## src/rtl/tca_pkg.sv

```systemverilog
`timescale 1ns/1ps
package tca_pkg;

  // Per-request handling that travels down the pipeline
  typedef struct packed {
    logic       lin;
    logic       wrap;
    logic [1:0] dims;
  } tca_mode_t;

  // Number of axes actually in use
  function automatic logic [1:0] tca_axes(input tca_mode_t m);
    if (m.lin || m.dims == 2'd0) return 2'd1;
    return m.dims;
  endfunction

endpackage

```

## src/rtl/tca_floor.sv

```systemverilog
`timescale 1ns/1ps
module tca_floor #(
  parameter int CW      = 32,
  parameter int FRAC_W  = 16,
  parameter int MAX_LOG = 10,
  parameter int LOGW    = 4
) (
  input  logic signed [CW-1:0]                 coord,
  input  logic        [LOGW-1:0]               log_sz,
  input  logic                                 norm,
  output logic signed [CW-FRAC_W+MAX_LOG-1:0]  ival
);
  localparam int WW = CW + MAX_LOG;
  localparam int EW = CW - FRAC_W + MAX_LOG;

  logic signed [WW-1:0] wide;

  always_comb begin
    wide = {{MAX_LOG{coord[CW-1]}}, coord};
    if (norm) wide = wide <<< log_sz;
    ival = EW'(wide >>> FRAC_W);
  end
endmodule

```

## src/rtl/tca_bound.sv

```systemverilog
`timescale 1ns/1ps
module tca_bound #(
  parameter int EW    = 26,
  parameter int IDX_W = 10,
  parameter int LOGW  = 4
) (
  input  logic signed [EW-1:0]  ival,
  input  logic        [LOGW-1:0] log_sz,
  input  logic                  wrap,
  input  logic                  active,
  output logic        [IDX_W-1:0] idx
);
  logic [EW-1:0] mask;
  logic [EW-1:0] res;

  always_comb begin
    mask = ~({EW{1'b1}} << log_sz);
    if (!active)                   res = '0;
    else if (wrap)                 res = ival & mask;
    else if (ival < 0)             res = '0;
    else if ((ival & ~mask) != '0) res = mask;
    else                           res = ival;
    idx = IDX_W'(res);
  end
endmodule

```

## src/rtl/tca_flatten.sv

```systemverilog
`timescale 1ns/1ps
module tca_flatten #(
  parameter int IDX_W = 10,
  parameter int LOGW  = 4,
  parameter int LIN_W = 30
) (
  input  logic [IDX_W-1:0] x,
  input  logic [IDX_W-1:0] y,
  input  logic [IDX_W-1:0] z,
  input  logic [LOGW-1:0]  log_x,
  input  logic [LOGW-1:0]  log_y,
  output logic [LIN_W-1:0] lin
);
  logic [LOGW:0] sh_z;

  always_comb begin
    sh_z = {1'b0, log_x} + {1'b0, log_y};
    lin  = LIN_W'(x) + (LIN_W'(y) << log_x) + (LIN_W'(z) << sh_z);
  end
endmodule

```

## src/rtl/tca_addr_unit.sv

```systemverilog
`timescale 1ns/1ps
module tca_addr_unit
  import tca_pkg::*;
#(
  parameter int CW      = 32,
  parameter int FRAC_W  = 16,
  parameter int MAX_LOG = 10,
  parameter int LEN_W   = 16,
  parameter int LOGW    = $clog2(MAX_LOG + 1),
  parameter int IDX_W   = MAX_LOG,
  parameter int LIN_W   = 3 * MAX_LOG
) (
  input  logic             clk,
  input  logic             rst_n,
  input  logic             in_valid,
  input  logic             lin_mode,
  input  logic             norm_mode,
  input  logic             wrap_mode,
  input  logic [1:0]       tex_dims,
  input  logic [LOGW-1:0]  log_w,
  input  logic [LOGW-1:0]  log_h,
  input  logic [LOGW-1:0]  log_d,
  input  logic [LEN_W-1:0] lin_len,
  input  logic [CW-1:0]    coord_x,
  input  logic [CW-1:0]    coord_y,
  input  logic [CW-1:0]    coord_z,
  output logic             out_valid,
  output logic [IDX_W-1:0] idx_x,
  output logic [IDX_W-1:0] idx_y,
  output logic [IDX_W-1:0] idx_z,
  output logic [LIN_W-1:0] lin_idx,
  output logic             out_of_range
);
  localparam int AXES = 3;
  localparam int EW   = CW - FRAC_W + MAX_LOG;

  // ---------------- reset release synchronizer ----------------
  logic [1:0] rsync_q;
  logic       rst_i_n;
  always_ff @(posedge clk or negedge rst_n) begin
    if (!rst_n) rsync_q <= '0;
    else        rsync_q <= {rsync_q[0], 1'b1};
  end
  assign rst_i_n = rsync_q[1];

  // ---------------- stage 1: integer position per axis ----------------
  logic        [CW-1:0]   coord_in [AXES];
  logic        [LOGW-1:0] log_in   [AXES];
  logic signed [EW-1:0]   e_n      [AXES];
  logic signed [EW-1:0]   e1_q     [AXES];
  logic        [LOGW-1:0] log1_q   [AXES];
  tca_mode_t              mode_in, mode1_q;
  logic        [LEN_W-1:0] len1_q;
  logic                   v1_q;

  assign coord_in[0] = coord_x;
  assign coord_in[1] = coord_y;
  assign coord_in[2] = coord_z;
  assign log_in[0]   = log_w;
  assign log_in[1]   = log_h;
  assign log_in[2]   = log_d;
  assign mode_in     = '{lin: lin_mode, wrap: wrap_mode, dims: tex_dims};

  for (genvar a = 0; a < AXES; a++) begin : g_floor
    tca_floor #(.CW(CW), .FRAC_W(FRAC_W), .MAX_LOG(MAX_LOG), .LOGW(LOGW)) u_floor (
      .coord  (coord_in[a]),
      .log_sz (log_in[a]),
      .norm   (norm_mode & ~lin_mode),
      .ival   (e_n[a])
    );
  end

  always_ff @(posedge clk or negedge rst_i_n) begin
    if (!rst_i_n) begin
      v1_q    <= 1'b0;
      mode1_q <= '0;
      len1_q  <= '0;
      for (int a = 0; a < AXES; a++) begin
        e1_q[a]   <= '0;
        log1_q[a] <= '0;
      end
    end else begin
      v1_q <= in_valid;
      if (in_valid) begin
        mode1_q <= mode_in;
        len1_q  <= lin_len;
        for (int a = 0; a < AXES; a++) begin
          e1_q[a]   <= e_n[a];
          log1_q[a] <= log_in[a];
        end
      end
    end
  end

  // ---------------- stage 2: edge handling and bound check ----------------
  logic [1:0]       axes1;
  logic [IDX_W-1:0] bidx   [AXES];
  logic [IDX_W-1:0] idx2_n [AXES];
  logic [IDX_W-1:0] idx2_q [AXES];
  logic             oor_n, oor2_q, v2_q, lin2_q, wrap2_q;
  logic [1:0]       dims2_q;
  logic [LOGW-1:0]  logx2_q, logy2_q;
  logic signed [EW-1:0] raw2_q;

  assign axes1 = tca_axes(mode1_q);

  for (genvar a = 0; a < AXES; a++) begin : g_bound
    tca_bound #(.EW(EW), .IDX_W(IDX_W), .LOGW(LOGW)) u_bound (
      .ival   (e1_q[a]),
      .log_sz (log1_q[a]),
      .wrap   (mode1_q.wrap),
      .active (!mode1_q.lin && (a < int'(axes1))),
      .idx    (bidx[a])
    );
  end

  always_comb begin
    for (int a = 0; a < AXES; a++) idx2_n[a] = bidx[a];
    if (mode1_q.lin) idx2_n[0] = IDX_W'(e1_q[0]);
    oor_n = mode1_q.lin &&
            ((e1_q[0] < 0) || (e1_q[0] >= $signed({1'b0, len1_q})));
  end

  always_ff @(posedge clk or negedge rst_i_n) begin
    if (!rst_i_n) begin
      v2_q    <= 1'b0;
      lin2_q  <= 1'b0;
      wrap2_q <= 1'b0;
      dims2_q <= '0;
      logx2_q <= '0;
      logy2_q <= '0;
      raw2_q  <= '0;
      oor2_q  <= 1'b0;
      for (int a = 0; a < AXES; a++) idx2_q[a] <= '0;
    end else begin
      v2_q <= v1_q;
      if (v1_q) begin
        lin2_q  <= mode1_q.lin;
        wrap2_q <= mode1_q.wrap;
        dims2_q <= mode1_q.dims;
        logx2_q <= log1_q[0];
        logy2_q <= log1_q[1];
        raw2_q  <= e1_q[0];
        oor2_q  <= oor_n;
        for (int a = 0; a < AXES; a++) idx2_q[a] <= idx2_n[a];
      end
    end
  end

  // ---------------- stage 3: flattening ----------------
  logic [LIN_W-1:0] flat, lin_n;

  tca_flatten #(.IDX_W(IDX_W), .LOGW(LOGW), .LIN_W(LIN_W)) u_flat (
    .x     (idx2_q[0]),
    .y     (idx2_q[1]),
    .z     (idx2_q[2]),
    .log_x (logx2_q),
    .log_y (logy2_q),
    .lin   (flat)
  );

  assign lin_n = lin2_q ? LIN_W'(raw2_q) : flat;

  always_ff @(posedge clk or negedge rst_i_n) begin
    if (!rst_i_n) begin
      out_valid    <= 1'b0;
      idx_x        <= '0;
      idx_y        <= '0;
      idx_z        <= '0;
      lin_idx      <= '0;
      out_of_range <= 1'b0;
    end else begin
      out_valid <= v2_q;
      if (v2_q) begin
        idx_x        <= idx2_q[0];
        idx_y        <= idx2_q[1];
        idx_z        <= idx2_q[2];
        lin_idx      <= lin_n;
        out_of_range <= oor2_q;
      end
    end
  end

  // ---------------- assertions ----------------

  valid_rise_chk: assert property (@(posedge clk) disable iff (!rst_i_n)
    v2_q |=> out_valid);

  valid_fall_chk: assert property (@(posedge clk) disable iff (!rst_i_n)
    !v2_q |=> !out_valid);

  clamp_limit_chk: assert property (@(posedge clk) disable iff (!rst_i_n)
    (v2_q && !lin2_q && !wrap2_q) |-> ((IDX_W+1)'(idx2_q[0]) < ((IDX_W+1)'(1) << logx2_q)));

  wrap_limit_chk: assert property (@(posedge clk) disable iff (!rst_i_n)
    (v2_q && !lin2_q && wrap2_q) |-> ((idx2_q[0] >> logx2_q) == '0));

  unused_axis_chk: assert property (@(posedge clk) disable iff (!rst_i_n)
    (v2_q && (lin2_q || dims2_q < 2'd2)) |-> (idx2_q[1] == '0 && idx2_q[2] == '0));

  oor_linear_chk: assert property (@(posedge clk) disable iff (!rst_i_n)
    (out_valid && out_of_range) |-> $past(lin2_q));
endmodule

```

## config.mk

```make
export PLATFORM = sky130hd
export DESIGN_NAME = tca_addr_unit
export DESIGN_NICKNAME = d
export VERILOG_FILES = /design/src/rtl/tca_pkg.sv /design/src/rtl/tca_floor.sv /design/src/rtl/tca_bound.sv /design/src/rtl/tca_flatten.sv /design/src/rtl/tca_addr_unit.sv
export SDC_FILE = /design/constraint.sdc
export NUM_CORES = 1
export LEC_CHECK = 0
export BUFFER_PORTS_ARGS = -buffer_cell sky130_fd_sc_hd__buf_2
export CAP_MARGIN = 25
export CORE_AREA = 3 3 217 219
export CTS_CLUSTER_SIZE = 8
export DETAILED_ROUTE_END_ITERATION = 8
export DIE_AREA = 0 0 220 222
export GPL_TIMING_DRIVEN = 0
export PLACE_DENSITY = 0.64
export SYNTH_ARGS = -nofsm -noshare
export SYNTH_HDL_FRONTEND = slang
export SYNTH_SLANG_ARGS = --single-unit
```

## constraint.sdc

```tcl
create_clock -name clk -period 9.25 [get_ports clk]
set_input_delay 0.4625 -clock clk [delete_from_list [all_inputs] [get_ports clk]]
set_output_delay 0.4625 -clock clk [all_outputs]
set_load 0.005 [all_outputs]
```

==> results.sh, run 1 <==
export IMPL_run_status="completed"
export IMPL_antenna_found_initial=0
export IMPL_cpPeakStageDelay_ps=480
export IMPL_dpl_instance_area_sq_mm=0.0199
export IMPL_fp_dieW_microns=220
export IMPL_post_route_drc_count=0
export IMPL_yosysSeqAreaShare_pct=33.5
export IMPL_leakagePower_nw=9.22
export IMPL_areaGrowthSynthToFinish_pct=15.3
export IMPL_period_needed_ps=5590
export IMPL_synth_most_common_cell="dfrtp_1"
export IMPL_clock_tree_htree_level_count=2
export IMPL_grt_total_ovfl=0
export IMPL_initial_core_util_pct=39.9
export IMPL_finClkSkew_ps=21.3
export IMPL_path_type_of_the_worst_min_delay_path="primary input to register"
export IMPL_tritoncts="built"
export IMPL_clock_latency_ps=520
export IMPL_synthDistinctLibCells=74
export IMPL_grt_start_max_net_pins=72
export IMPL_final_setup_worst_slack_ps=3660
export IMPL_gp_routability_congestion=0.949
export IMPL_synthTopCellsByCount="dfrtp_1, nand2_1, nor2_1"
export IMPL_internal_power_mw=2.41
export IMPL_worst_endpoint_arrival_ps=6050
export IMPL_routedWlPerCell_microns=21.6
export IMPL_worst_path_max_fanout=10
export IMPL_setup_total_negative_slack_ps=0
export IMPL_pwr_density_cell_mw_per_mm2=176
export IMPL_design_core_area_sq_mm=0.0453
export IMPL_detail_route_first_pass_iterations=8
export IMPL_share_comb_of_total_power_pct=31.3
export IMPL_cp_slowest_cell="nor4_1"
export IMPL_syn_avg_cell_area_sq_um=9.00
export IMPL_detail_route_vias_per_cell=5.92
export IMPL_power_switching_fraction_pct=34.6
export IMPL_timing_critical_path_required_ps=9710
export IMPL_cts_clk_slew_worst_paths_ps=50
export IMPL_count_of_standard_cell_rows=78
export IMPL_p_clk_share_pct=32.1
export IMPL_crit_path_cell_trace="ha_1 -> fa_1 -> xor2_1 -> clkbuf_1 -> mux2i_1 -> nand2_1 -> o21ai_0 -> nor2_1 -> fa_1 -> ha_1 -> nand4_1 -> nor4_1 -> o32a_1 -> a211oi_2 -> a31oi_1 -> mux2_2 -> nand3_1"
export IMPL_grt_util_all_layers_pct=24.9
export IMPL_hpwl_microns=48800
export IMPL_n_antenna_cell=0
export IMPL_stdcell_area_sq_mm=0.0209
export IMPL_worst_setup_path_end_kind="register"
export IMPL_die_boundary_height_microns=222
export IMPL_first_global_vias=16900
export IMPL_fin_total_pwr_mw=3.68
export IMPL_cts_buffers=36
export IMPL_ys_seq_elements=242
export IMPL_synth_top_area_share_pct=33.5
export IMPL_fin_hold_ws_ps=93.4
export IMPL_pin_count=194
export IMPL_vias=16800
export IMPL_mappedNetlistNets=2213
export IMPL_drv_cap=0
export IMPL_timing_worst_setup_path_type="register to register"
export IMPL_floorplan_die_area_sq_mm=0.0488
export IMPL_synth_edff_count=0
export IMPL_fin_nets=2442
export IMPL_yosysTopAreaCell="dfrtp_1"
export IMPL_drt_initial_drc_count=1338
export IMPL_max_clock_freq_mhz=179
export IMPL_cts_root_buf="clkbuf_16"
export IMPL_synth_async_sr_flop_share_pct=100
export IMPL_startpoint_type="register"
export IMPL_p_switching_mw=1.27
export IMPL_totalWireLength_microns=61300
export IMPL_final_period_utilization_pct=60.4
export IMPL_pre_cts_slack_ps=3750
export IMPL_fin_cells=2843
export IMPL_antenna_left=0
export IMPL_grt_pass1_wl_microns=96400
export IMPL_worst_slew_pin_slew_ps=737
export IMPL_dp_cells=2799
export IMPL_ys_flop_type="dfrtp_1"
export IMPL_final_setup_viol_count=0
export IMPL_postLayoutCoreUtil_pct=46.1
export IMPL_vdd_ir_drop_worst_mv=0.104
export IMPL_drive_above_1_share_pct=20.0
export IMPL_report_final_slew_viol_count=0
export IMPL_clock_sink_count=242
export IMPL_syn_inst=2009
export IMPL_clk_path_buf_depth=3
export IMPL_power_share_sequential_pct=36.6
export IMPL_setup_repair_after_global_routing_missed_its_margin="no"
export IMPL_port_bufs=187
export IMPL_max_slew_margin_pct=49.6
export IMPL_synthesis_area_sq_mm=0.0181
export IMPL_post_cts_resized=0
export IMPL_ys_warnings_count=0
export IMPL_synth_top_cells_by_area="dfrtp_1, mux2i_1, mux2_2"
export IMPL_hold_viol=0
==> layout make-up <==
cell class	instances	area (sq um)
Buffer	140	571
Fill cell	4459	24400
Multi-Input combinational cell	1560	11200
Clock inverter	3	47.5
Clock buffer	40	937
Timing Repair Buffer	191	1030
Inverter	67	251
Tap cell	600	751
Sequential cell	242	6060
==> per-layer routing <==
| layer | share of wire (%) | vias to the layer above | track usage (%) |
|---|---|---|---|
| met3 | 6.4 | 97 | 3.30 |
| met1 | 44 | 8318 | 34.6 |
| met2 | 47 | 641 | 41.0 |
| li1 | - | 7772 | - |
| met5 | 0 | - | 0 |
| met4 | 2.4 | 0 | 6.13 |
==> power groups by stage <==
stage | Sequential, mW | Combinational, mW | Clock (mW)
after floorplan | 1.31 | 0.773 | 0
after global placement | 1.37 | 1.10 | 0
after detailed placement | 1.36 | 1.14 | 0
after CTS | 1.34 | 1.14 | 1.20
after global routing | 1.36 | 1.28 | 1.25
final | 1.35 | 1.15 | 1.18
==> critical path, delay by kind of cell, from the launching register on <==
kind | cells | cell delay (ps)
buffers and inverters | 1 | 410
muxes | 2 | 670
and+or+nand+nor | 5 | 1020
DFF | 1 | 430
xor gates and xnor gates | 1 | 440
adders and majority gates | 4 | 1570
AOI/OAI and AO/OA | 4 | 990
==> final timing paths <==
check,startpoint,end,slack (ps),cells after the start
max in group asynchronous,rsync_q[1],e1_q[41],7710,2
min reg2reg,rsync_q[0],rsync_q[1],350,0
max,logx2_q[0],lin_idx[22],3660,17
max reg2reg,logx2_q[0],lin_idx[22],3660,17
min,in_valid,v1_q,90,1
min in group asynchronous,rst_n,rsync_q[1],260,2
==> state kept, by name, indices dropped and copies added, names as in the netlist <==
name and cells:
e1_q 78, idx2_q 30, lin_idx 30, raw2_q 26, len1_q 16, log1_q 12, idx_x 10, idx_y 10
idx_z 10, logx2_q 4, logy2_q 4, mode1_q 4, rsync_q 2, lin2_q 1, oor2_q 1, out_of_range 1
out_valid 1, v1_q 1, v2_q 1
==> kinds of logic (layout without fill, tap and decap cells) <==
| group | count (synthesis) | count (layout) | share of synthesized area (%) |
|---|---|---|---|
| AOI/OAI and AO/OA | 531 | 531 | 18.2 |
| buffers and inverters | 207 | 441 | 4.55 |
| and+or+nand+nor | 598 | 598 | 14.3 |
| xor gates and xnor gates | 23 | 23 | 1.11 |
| adders and majority gates | 76 | 76 | 5.70 |
| DFF | 242 | 242 | 33.5 |
| other | 1 | 1 | 0.0207 |
| muxes | 331 | 331 | 22.7 |
==> what timing repair did <==
item | 4_1_cts | 5_1_grt
hold buffers | 1 | 0
buffers inserted | 0 | 0
hold endpoints to repair | 2 | 0
==> cells in the final DEF (no fill, tap or decap), types with 11 or more instances in the layout <==
cell type,count
o211ai_1,21
xnor2_1,17
ha_1,60
nand3_1,35
mux2_2,127
nor2b_1,17
nor2_1,217
dfrtp_1,241
inv_1,61
fa_1,12
mux4_2,49
nand2_1,229
a21o_1,16
a21oi_1,140
a211oi_1,33
buf_1,22
o21ai_0,151
mux2i_1,151
clkbuf_16,37
a31oi_1,58
nor3_1,27
o2bb2ai_1,13
nand4_1,14
nand2b_1,16
buf_2,205
o21a_1,11
clkbuf_1,97
Note: power is estimated with default switching activity, not from simulation.
==> run 2: changes to the inputs <==
--- a/config.mk
+++ b/config.mk
@@ -5,14 +5,15 @@
 export SDC_FILE = /design/constraint.sdc
 export NUM_CORES = 1
 export LEC_CHECK = 0
+export ABC_AREA = 1
 export BUFFER_PORTS_ARGS = -buffer_cell sky130_fd_sc_hd__buf_2
 export CAP_MARGIN = 25
-export CORE_AREA = 3 3 217 219
+export CORE_AREA = 3 3 218 220
 export CTS_CLUSTER_SIZE = 8
 export DETAILED_ROUTE_END_ITERATION = 8
-export DIE_AREA = 0 0 220 222
+export DIE_AREA = 0 0 221 223
 export GPL_TIMING_DRIVEN = 0
-export PLACE_DENSITY = 0.64
+export PLACE_DENSITY = 0.65
 export SYNTH_ARGS = -nofsm -noshare
 export SYNTH_HDL_FRONTEND = slang
 export SYNTH_SLANG_ARGS = --single-unit
==> constraint.sdc (replaced) <==
create_clock -name clk -period 5.1 [get_ports clk]
set_input_delay 0.255 -clock clk [delete_from_list [all_inputs] [get_ports clk]]
set_output_delay 0.255 -clock clk [all_outputs]
set_load 0.005 [all_outputs]
==> run 2 against run 1 <==
  * Worst setup slack got worse by 3300 ps
  * Non-clock buffer count rose by 25
  * Count of clock-buffer cells in the layout did not move
  * Flip-flop and latch count did not move
==> results.sh, run 2 <==
export IMPL_fin_cells=3637
export IMPL_startpoint_type="register"
export IMPL_final_setup_viol_count=0
export IMPL_post_route_drc_count=0
export IMPL_grt_total_ovfl=0
export IMPL_synth_top_family_by_area="simple AND/OR/NAND/NOR gates"
export IMPL_setup_total_negative_slack_ps=0
export IMPL_fin_nets=3237
export IMPL_areaGrowthSynthToFinish_pct=16.2
export IMPL_totalWireLength_microns=67700
export IMPL_port_bufs=187
export IMPL_num_fill_cells=4804
export IMPL_cts_post_setup_buffers_inserted=0
export IMPL_r2r_setup_slack_ps=340
export IMPL_period_needed_ps=4760
export IMPL_most_used_cells_in_the_layout_excluding_fill_and_tap_cells="nand2_1, o21ai_0, inv_1, dfrtp_1"
export IMPL_drv_cap=0
export IMPL_worst_setup_path_end_kind="register"
export IMPL_max_slew_margin_pct=50.5
export IMPL_clock_tree_htree_level_count=2
export IMPL_clock_sink_count=242
export IMPL_cts_root_buf="clkbuf_16"
export IMPL_initial_core_util_pct=39.9
export IMPL_yosysSeqAreaShare_pct=33.3
export IMPL_worst_slew_pin_slew_ps=742
export IMPL_ys_flop_type="dfrtp_1"
export IMPL_fp_dieW_microns=221
export IMPL_gp_routability_congestion=0.943
export IMPL_setup_repair_after_global_routing_missed_its_margin="no"
export IMPL_timing_worst_setup_path_type="register to register"
export IMPL_hpwl_microns=55000
export IMPL_path_type_of_the_worst_min_delay_path="primary input to register"
export IMPL_timing_critical_path_required_ps=5470
export IMPL_cts_buffers=36
export IMPL_synthDistinctLibCells=54
export IMPL_syn_avg_cell_area_sq_um=6.52
export IMPL_synth_async_sr_flop_share_pct=100
export IMPL_synth_top_area_share_pct=33.3
export IMPL_max_clock_freq_mhz=210
export IMPL_synth_most_common_cell="nand2_1"
export IMPL_tritoncts="built"
export IMPL_cts_clk_slew_worst_paths_ps=50
export IMPL_syn_inst=2786
export IMPL_detail_route_first_pass_iterations=5
export IMPL_fin_total_pwr_mw=6.96
export IMPL_holdCritStartpoint="wrap_mode"
export IMPL_synthesis_area_sq_mm=0.0182
export IMPL_synthSimpleGateAreaFrac_pct=30.4
export IMPL_synth_mux_area_fraction_pct=1.05
export IMPL_depth_of_the_most_critical_reg_to_reg_path=20
export IMPL_min_delay_path_depth=3
export IMPL_clk_path_buf_depth=3
export IMPL_drt_initial_drc_count=1724
export IMPL_synth_edff_count=0
export IMPL_postLayoutCoreUtil_pct=46.4
export IMPL_hold_critical_path_endpoint="mode1_q[2]"
export IMPL_detail_route_vias_per_cell=5.44
export IMPL_grt_pass1_wl_microns=107000
export IMPL_n_antenna_cell=0
export IMPL_layout_top_registers="e1_q: 78 flops, idx2_q: 30 flops, lin_idx: 30 flops"
export IMPL_grt_start_max_net_pins=73
export IMPL_leakagePower_nw=10.6
export IMPL_design_core_area_sq_mm=0.0455
export IMPL_regToRegEndpoint="lin_idx[26]"
export IMPL_critical_path_reg2reg_startpoint="logx2_q[0]"
export IMPL_routedWlPerCell_microns=18.6
export IMPL_run_status="completed"
export IMPL_mappedNetlistNets=2990
export IMPL_grt_util_all_layers_pct=26.9
export IMPL_synth_compound_area_share_pct=20.0
export IMPL_ys_seq_elements=242
export IMPL_dpl_instance_area_sq_mm=0.0199
export IMPL_count_of_standard_cell_rows=78
export IMPL_final_common_cell="nand2_1"
export IMPL_finClkSkew_ps=18.4
export IMPL_vias=19800
export IMPL_synthTopCellsByCount="nand2_1, o21ai_0, inv_1"
export IMPL_synth_xor_xnor_area_share_pct=0.723
export IMPL_drive_above_1_share_pct=10.3
export IMPL_hold_viol=0
export IMPL_die_boundary_height_microns=223
export IMPL_vdd_ir_drop_worst_mv=0.265
export IMPL_clock_latency_ps=530
export IMPL_final_period_utilization_pct=93.3
export IMPL_pin_count=194
export IMPL_regMostFlops="e1_q"
export IMPL_fin_hold_ws_ps=14.2
export IMPL_stdcell_area_sq_mm=0.0211
export IMPL_final_setup_worst_slack_ps=342
export IMPL_first_global_vias=19200
export IMPL_dp_cells=3576
export IMPL_worst_endpoint_arrival_ps=5130
export IMPL_synth_top_cells_by_area="dfrtp_1, nand2_1, o21ai_0"
export IMPL_yosysTopAreaCell="dfrtp_1"
export IMPL_synth_adder_area_share_pct=5.46
export IMPL_report_final_slew_viol_count=0
export IMPL_pwr_density_cell_mw_per_mm2=330
export IMPL_pre_cts_slack_ps=323
export IMPL_ys_warnings_count=0
export IMPL_worst_path_max_fanout=10
export IMPL_largest_reg_flops=78
export IMPL_antenna_left=0
export IMPL_antenna_found_initial=0
export IMPL_floorplan_die_area_sq_mm=0.0493
run 2: logic make-up after synthesis:
family,after synthesis
AOI/OAI and AO/OA,667
xor gates and xnor gates,15
adders and majority gates,72
buffers and inverters,418
DFF,242
muxes,19
other,1
and+or+nand+nor,1352
run 2: worst max-delay path: stages, from the launching register on:
cell	delay [ps]
dfrtp_1	440
ha_1	250
fa_1	400
nand2_1	120
inv_2	70
o21ai_1	110
nand2_1	130
buf_2	220
inv_2	130
nand2_1	210
o32ai_1	400
ha_1	310
ha_1	390
a21oi_1	320
o21ai_0	250
a21oi_1	190
nand3_1	260
nand2_1	130
inv_1	40
o21ai_0	150
a21oi_1	80
run 2: area by class of cell:
cell class                      instances  area, sq um  share of cell area [%]
Timing Repair Buffer                  209         1210                    5.72
Clock buffer                           40          937                    4.44
Multi-Input combinational cell       2126        10500                    49.6
Buffer                                147          628                    2.97
Clock inverter                          2         50.0                   0.237
Sequential cell                       242         6060                    28.7
Inverter                              271         1020                    4.82
Tap cell                              600          751                    3.56
run 2: worst max path at each step:
stage	startpoint	to	slack, ps	depth (start not counted)
floorplan	rsync_q[1]	e1_q[0]	1130	0
global placement	rsync_q[1]	e1_q[0]	-280	0
detailed placement	logx2_q[0]	lin_idx[26]	320	20
CTS	logx2_q[0]	lin_idx[26]	310	20
global route	logx2_q[0]	lin_idx[28]	90	21
finish	logx2_q[0]	lin_idx[26]	340	20
run 2: layer usage:
| metal | routed length [microns] | track usage [%] | vias to the layer above |
|---|---|---|---|
| met4 | 1860 | 7.58 | 0 |
| met5 | 0 | 0 | - |
| met3 | 4050 | 3.42 | 120 |
| met2 | 31300 | 44.8 | 699 |
| li1 | - | - | 9668 |
| met1 | 30500 | 36.9 | 9283 |
run 2: repair_timing:
item	4_1_cts	5_1_grt
resized for setup	0	1
endpoints found under the setup margin	0	2
hold endpoints to repair	20	0
hold buffers	19	0
run 2: power breakdown:
part | leakage, nW | switching (mW) | internal (mW) | total, mW
registers | 2.96 | 0.231 | 2.18 | 2.41
clock network | 0.483 | 0.825 | 1.33 | 2.16
logic | 7.18 | 1.59 | 0.803 | 2.39
==> run 3: changes to the inputs <==
--- a/config.mk
+++ b/config.mk
@@ -8,12 +8,12 @@
 export ABC_AREA = 1
 export BUFFER_PORTS_ARGS = -buffer_cell sky130_fd_sc_hd__buf_2
 export CAP_MARGIN = 25
-export CORE_AREA = 3 3 218 220
+export CORE_AREA = 10 10 206 247
 export CTS_CLUSTER_SIZE = 8
 export DETAILED_ROUTE_END_ITERATION = 8
-export DIE_AREA = 0 0 221 223
+export DIE_AREA = 0 0 216 257
 export GPL_TIMING_DRIVEN = 0
-export PLACE_DENSITY = 0.65
+export PLACE_DENSITY = 0.66
 export SYNTH_ARGS = -nofsm -noshare
 export SYNTH_HDL_FRONTEND = slang
 export SYNTH_SLANG_ARGS = --single-unit
==> run 3 against run 2 <==
  * Global-route usage fell by 2.7 points
  * Total power rose by 0.22%
  * Critical endpoint is now lin_idx[13]
  * Core utilization fell by 0.18 points
  * Critical path depth rose by 2
  * Cell area rose by 0.17%
  * Combinational power barely moved
  * Critical path type unchanged
  * Worst setup slack got worse by 21 ps
  * Largest power group is now combinational cells
  * Clock power barely moved
  * Worst hold slack improved by 15 ps
  * Final cell count rose by 0.44%
  * Register-to-register slack got worse by 20 ps
  * First-iteration DRC count fell by 2.7%
==> results.sh, run 3 (same netlist as run 2, synthesis figures left out) <==
export IMPL_detail_route_first_pass_iterations=8
export IMPL_clk_path_buf_depth=3
export IMPL_tritoncts="built"
export IMPL_die_boundary_height_microns=257
export IMPL_fin_hold_ws_ps=29.3
export IMPL_drv_cap=0
export IMPL_worst_path_max_fanout=10
export IMPL_metal1_wirelength_microns=29100
export IMPL_run_status="completed"
export IMPL_regToRegEndpoint="lin_idx[13]"
export IMPL_gp_routability_congestion=0.974
export IMPL_hpwl_microns=56500
export IMPL_pin_count=194
export IMPL_design_core_area_sq_mm=0.0457
export IMPL_worst_setup_path_end_kind="register"
export IMPL_regMostFlops="e1_q"
export IMPL_antenna_found_initial=0
export IMPL_timing_worst_setup_path_type="register to register"
export IMPL_first_global_vias=19600
export IMPL_max_clock_freq_mhz=209
export IMPL_most_used_cells_in_the_layout_excluding_fill_and_tap_cells="nand2_1, o21ai_0, inv_1, dfrtp_1, buf_2"
export IMPL_vdd_ir_drop_worst_mv=0.189
export IMPL_setup_repair_after_global_routing_missed_its_margin="no"
export IMPL_totalWireLength_microns=69700
export IMPL_report_final_slew_viol_count=0
export IMPL_largest_reg_flops=78
export IMPL_n_antenna_cell=0
export IMPL_period_needed_ps=4780
export IMPL_hold_critical_path_endpoint="len1_q[15]"
export IMPL_drt_initial_drc_count=1677
export IMPL_grt_util_all_layers_pct=24.2
export IMPL_count_of_standard_cell_rows=86
export IMPL_worst_slew_pin_slew_ps=770
export IMPL_grt_pass1_wl_microns=109000
export IMPL_depth_of_the_most_critical_reg_to_reg_path=22
export IMPL_detail_route_vias_per_cell=5.41
export IMPL_timing_critical_path_required_ps=5540
export IMPL_final_setup_worst_slack_ps=321
export IMPL_met3WireLength_microns=3400
export IMPL_antenna_left=0
export IMPL_grt_start_max_net_pins=69
export IMPL_drive_above_1_share_pct=10.4
export IMPL_clock_latency_ps=520
export IMPL_highest_signal_layer="met4"
export IMPL_critical_path_reg2reg_startpoint="logx2_q[0]"
export IMPL_initial_core_util_pct=39.7
export IMPL_post_route_drc_count=0
export IMPL_finClkSkew_ps=14.8
export IMPL_route_met2_wl_microns=34800
export IMPL_crit_top_cell="nand2_1"
export IMPL_worst_endpoint_arrival_ps=5220
export IMPL_routedWlPerCell_microns=19.1
export IMPL_vias=19800
export IMPL_startpoint_type="register"
export IMPL_postLayoutCoreUtil_pct=46.3
export IMPL_final_setup_viol_count=0
export IMPL_crit_path_cell_trace="ha_1 -> fa_1 -> inv_1 -> buf_2 -> nand2_1 -> nor2_1 -> nand2_1 -> nor2_1 -> fa_1 -> ha_1 -> fa_1 -> nand3_1 -> nand2_1 -> nand3_1 -> nand2_1 -> nand2_1 -> nand2_1 -> inv_1 -> o21ai_0 -> xor2_1 -> nor2_1 -> o21ai_0"
export IMPL_cpPeakStageDelay_ps=490
export IMPL_layout_top_registers="e1_q: 78 flops, idx2_q: 30 flops, lin_idx: 30 flops"
export IMPL_cts_clk_slew_worst_paths_ps=50
export IMPL_leakagePower_nw=10.6
export IMPL_fin_total_pwr_mw=6.98
export IMPL_r2r_setup_slack_ps=320
export IMPL_max_slew_margin_pct=48.7
export IMPL_holdCritStartpoint="lin_len[15]"
export IMPL_floorplan_die_area_sq_mm=0.0555
export IMPL_final_common_cell="nand2_1"
export IMPL_clock_sink_count=242
export IMPL_hold_viol=0
export IMPL_pre_cts_slack_ps=308
export IMPL_pwr_density_cell_mw_per_mm2=330
export IMPL_areaGrowthSynthToFinish_pct=16.4
export IMPL_grt_total_ovfl=0
export IMPL_cts_root_buf="clkbuf_16"
export IMPL_fin_nets=3238
export IMPL_cp_slowest_cell="fa_1"
export IMPL_clock_tree_htree_level_count=2
export IMPL_port_bufs=187
export IMPL_fp_dieW_microns=216
export IMPL_final_period_utilization_pct=93.7
export IMPL_path_type_of_the_worst_min_delay_path="primary input to register"
export IMPL_cts_buffers=36
export IMPL_min_delay_path_depth=3
run 3: cell count changes in the layout (fill, tap and decap cells not counted), sizes merged:
cell / before / now
bufinv: 1 / 0
dlygate4sd3: 19 / 20
clkinv: 2 / 4
inv: 270 / 269
clkbuf: 149 / 148
run 3: metrics by stage:
step / cell area, sq um / cells / setup TNS [ps]
after floorplan: 18200 / 2786 / 0
after global placement: 19900 / 3589 / -52270
after detailed placement: 20000 / 3592 / 0
after CTS: 21100 / 3653 / 0
after global routing: 21200 / 3653 / 0
final: 21200 / 3653 / 0
run 3: how the worst max path moves through the flow:
stage | from | to | cells after the start
CTS | logx2_q[2] | lin_idx[15] | 21
floorplan | rsync_q[1] | e1_q[0] | 0
global placement | rsync_q[1] | idx_z[0] | 0
detailed placement | logx2_q[0] | lin_idx[26] | 21
finish | logx2_q[0] | lin_idx[13] | 22
global route | logx2_q[0] | lin_idx[13] | 22
run 3: power breakdown:
group | internal [mW] | switching [mW] | total (mW)
combinational | 0.806 | 1.61 | 2.42
clock | 1.31 | 0.839 | 2.15
sequential | 2.18 | 0.231 | 2.41
run 3: layout make-up:
type / count / area (sq um)
multi-input combinational: 2126 / 10500
timing repair buffer: 210 / 1220
sequential: 242 / 6060
fill: 4818 / 24600
clock buffer: 39 / 955
inverter: 271 / 1020
tap: 616 / 771
clock inverter: 2 / 25.0
buffer: 147 / 629
run 3: layer usage:
metal,global-route usage (%),vias up
li1,-,9656
met1,29.3,9256
met2,43.5,704
met3,2.52,135
met4,8.73,0
met5,0,-
run 3: critical path: cells and delay by family, from the launching register on:
family          cells  cell delay, ps
fa+ha+maj           5            1870
flops               1             440
xor+xnor            1             300
compound gates      2             240
simple gates       11            1440
buf+inv             3             390
run 3: timing repair:
item	CTS	global route
hold buffers	20	0
resized for setup	0	6
setup buffers	0	0
endpoints found under the setup margin	0	4
hold endpoints to repair	21	0
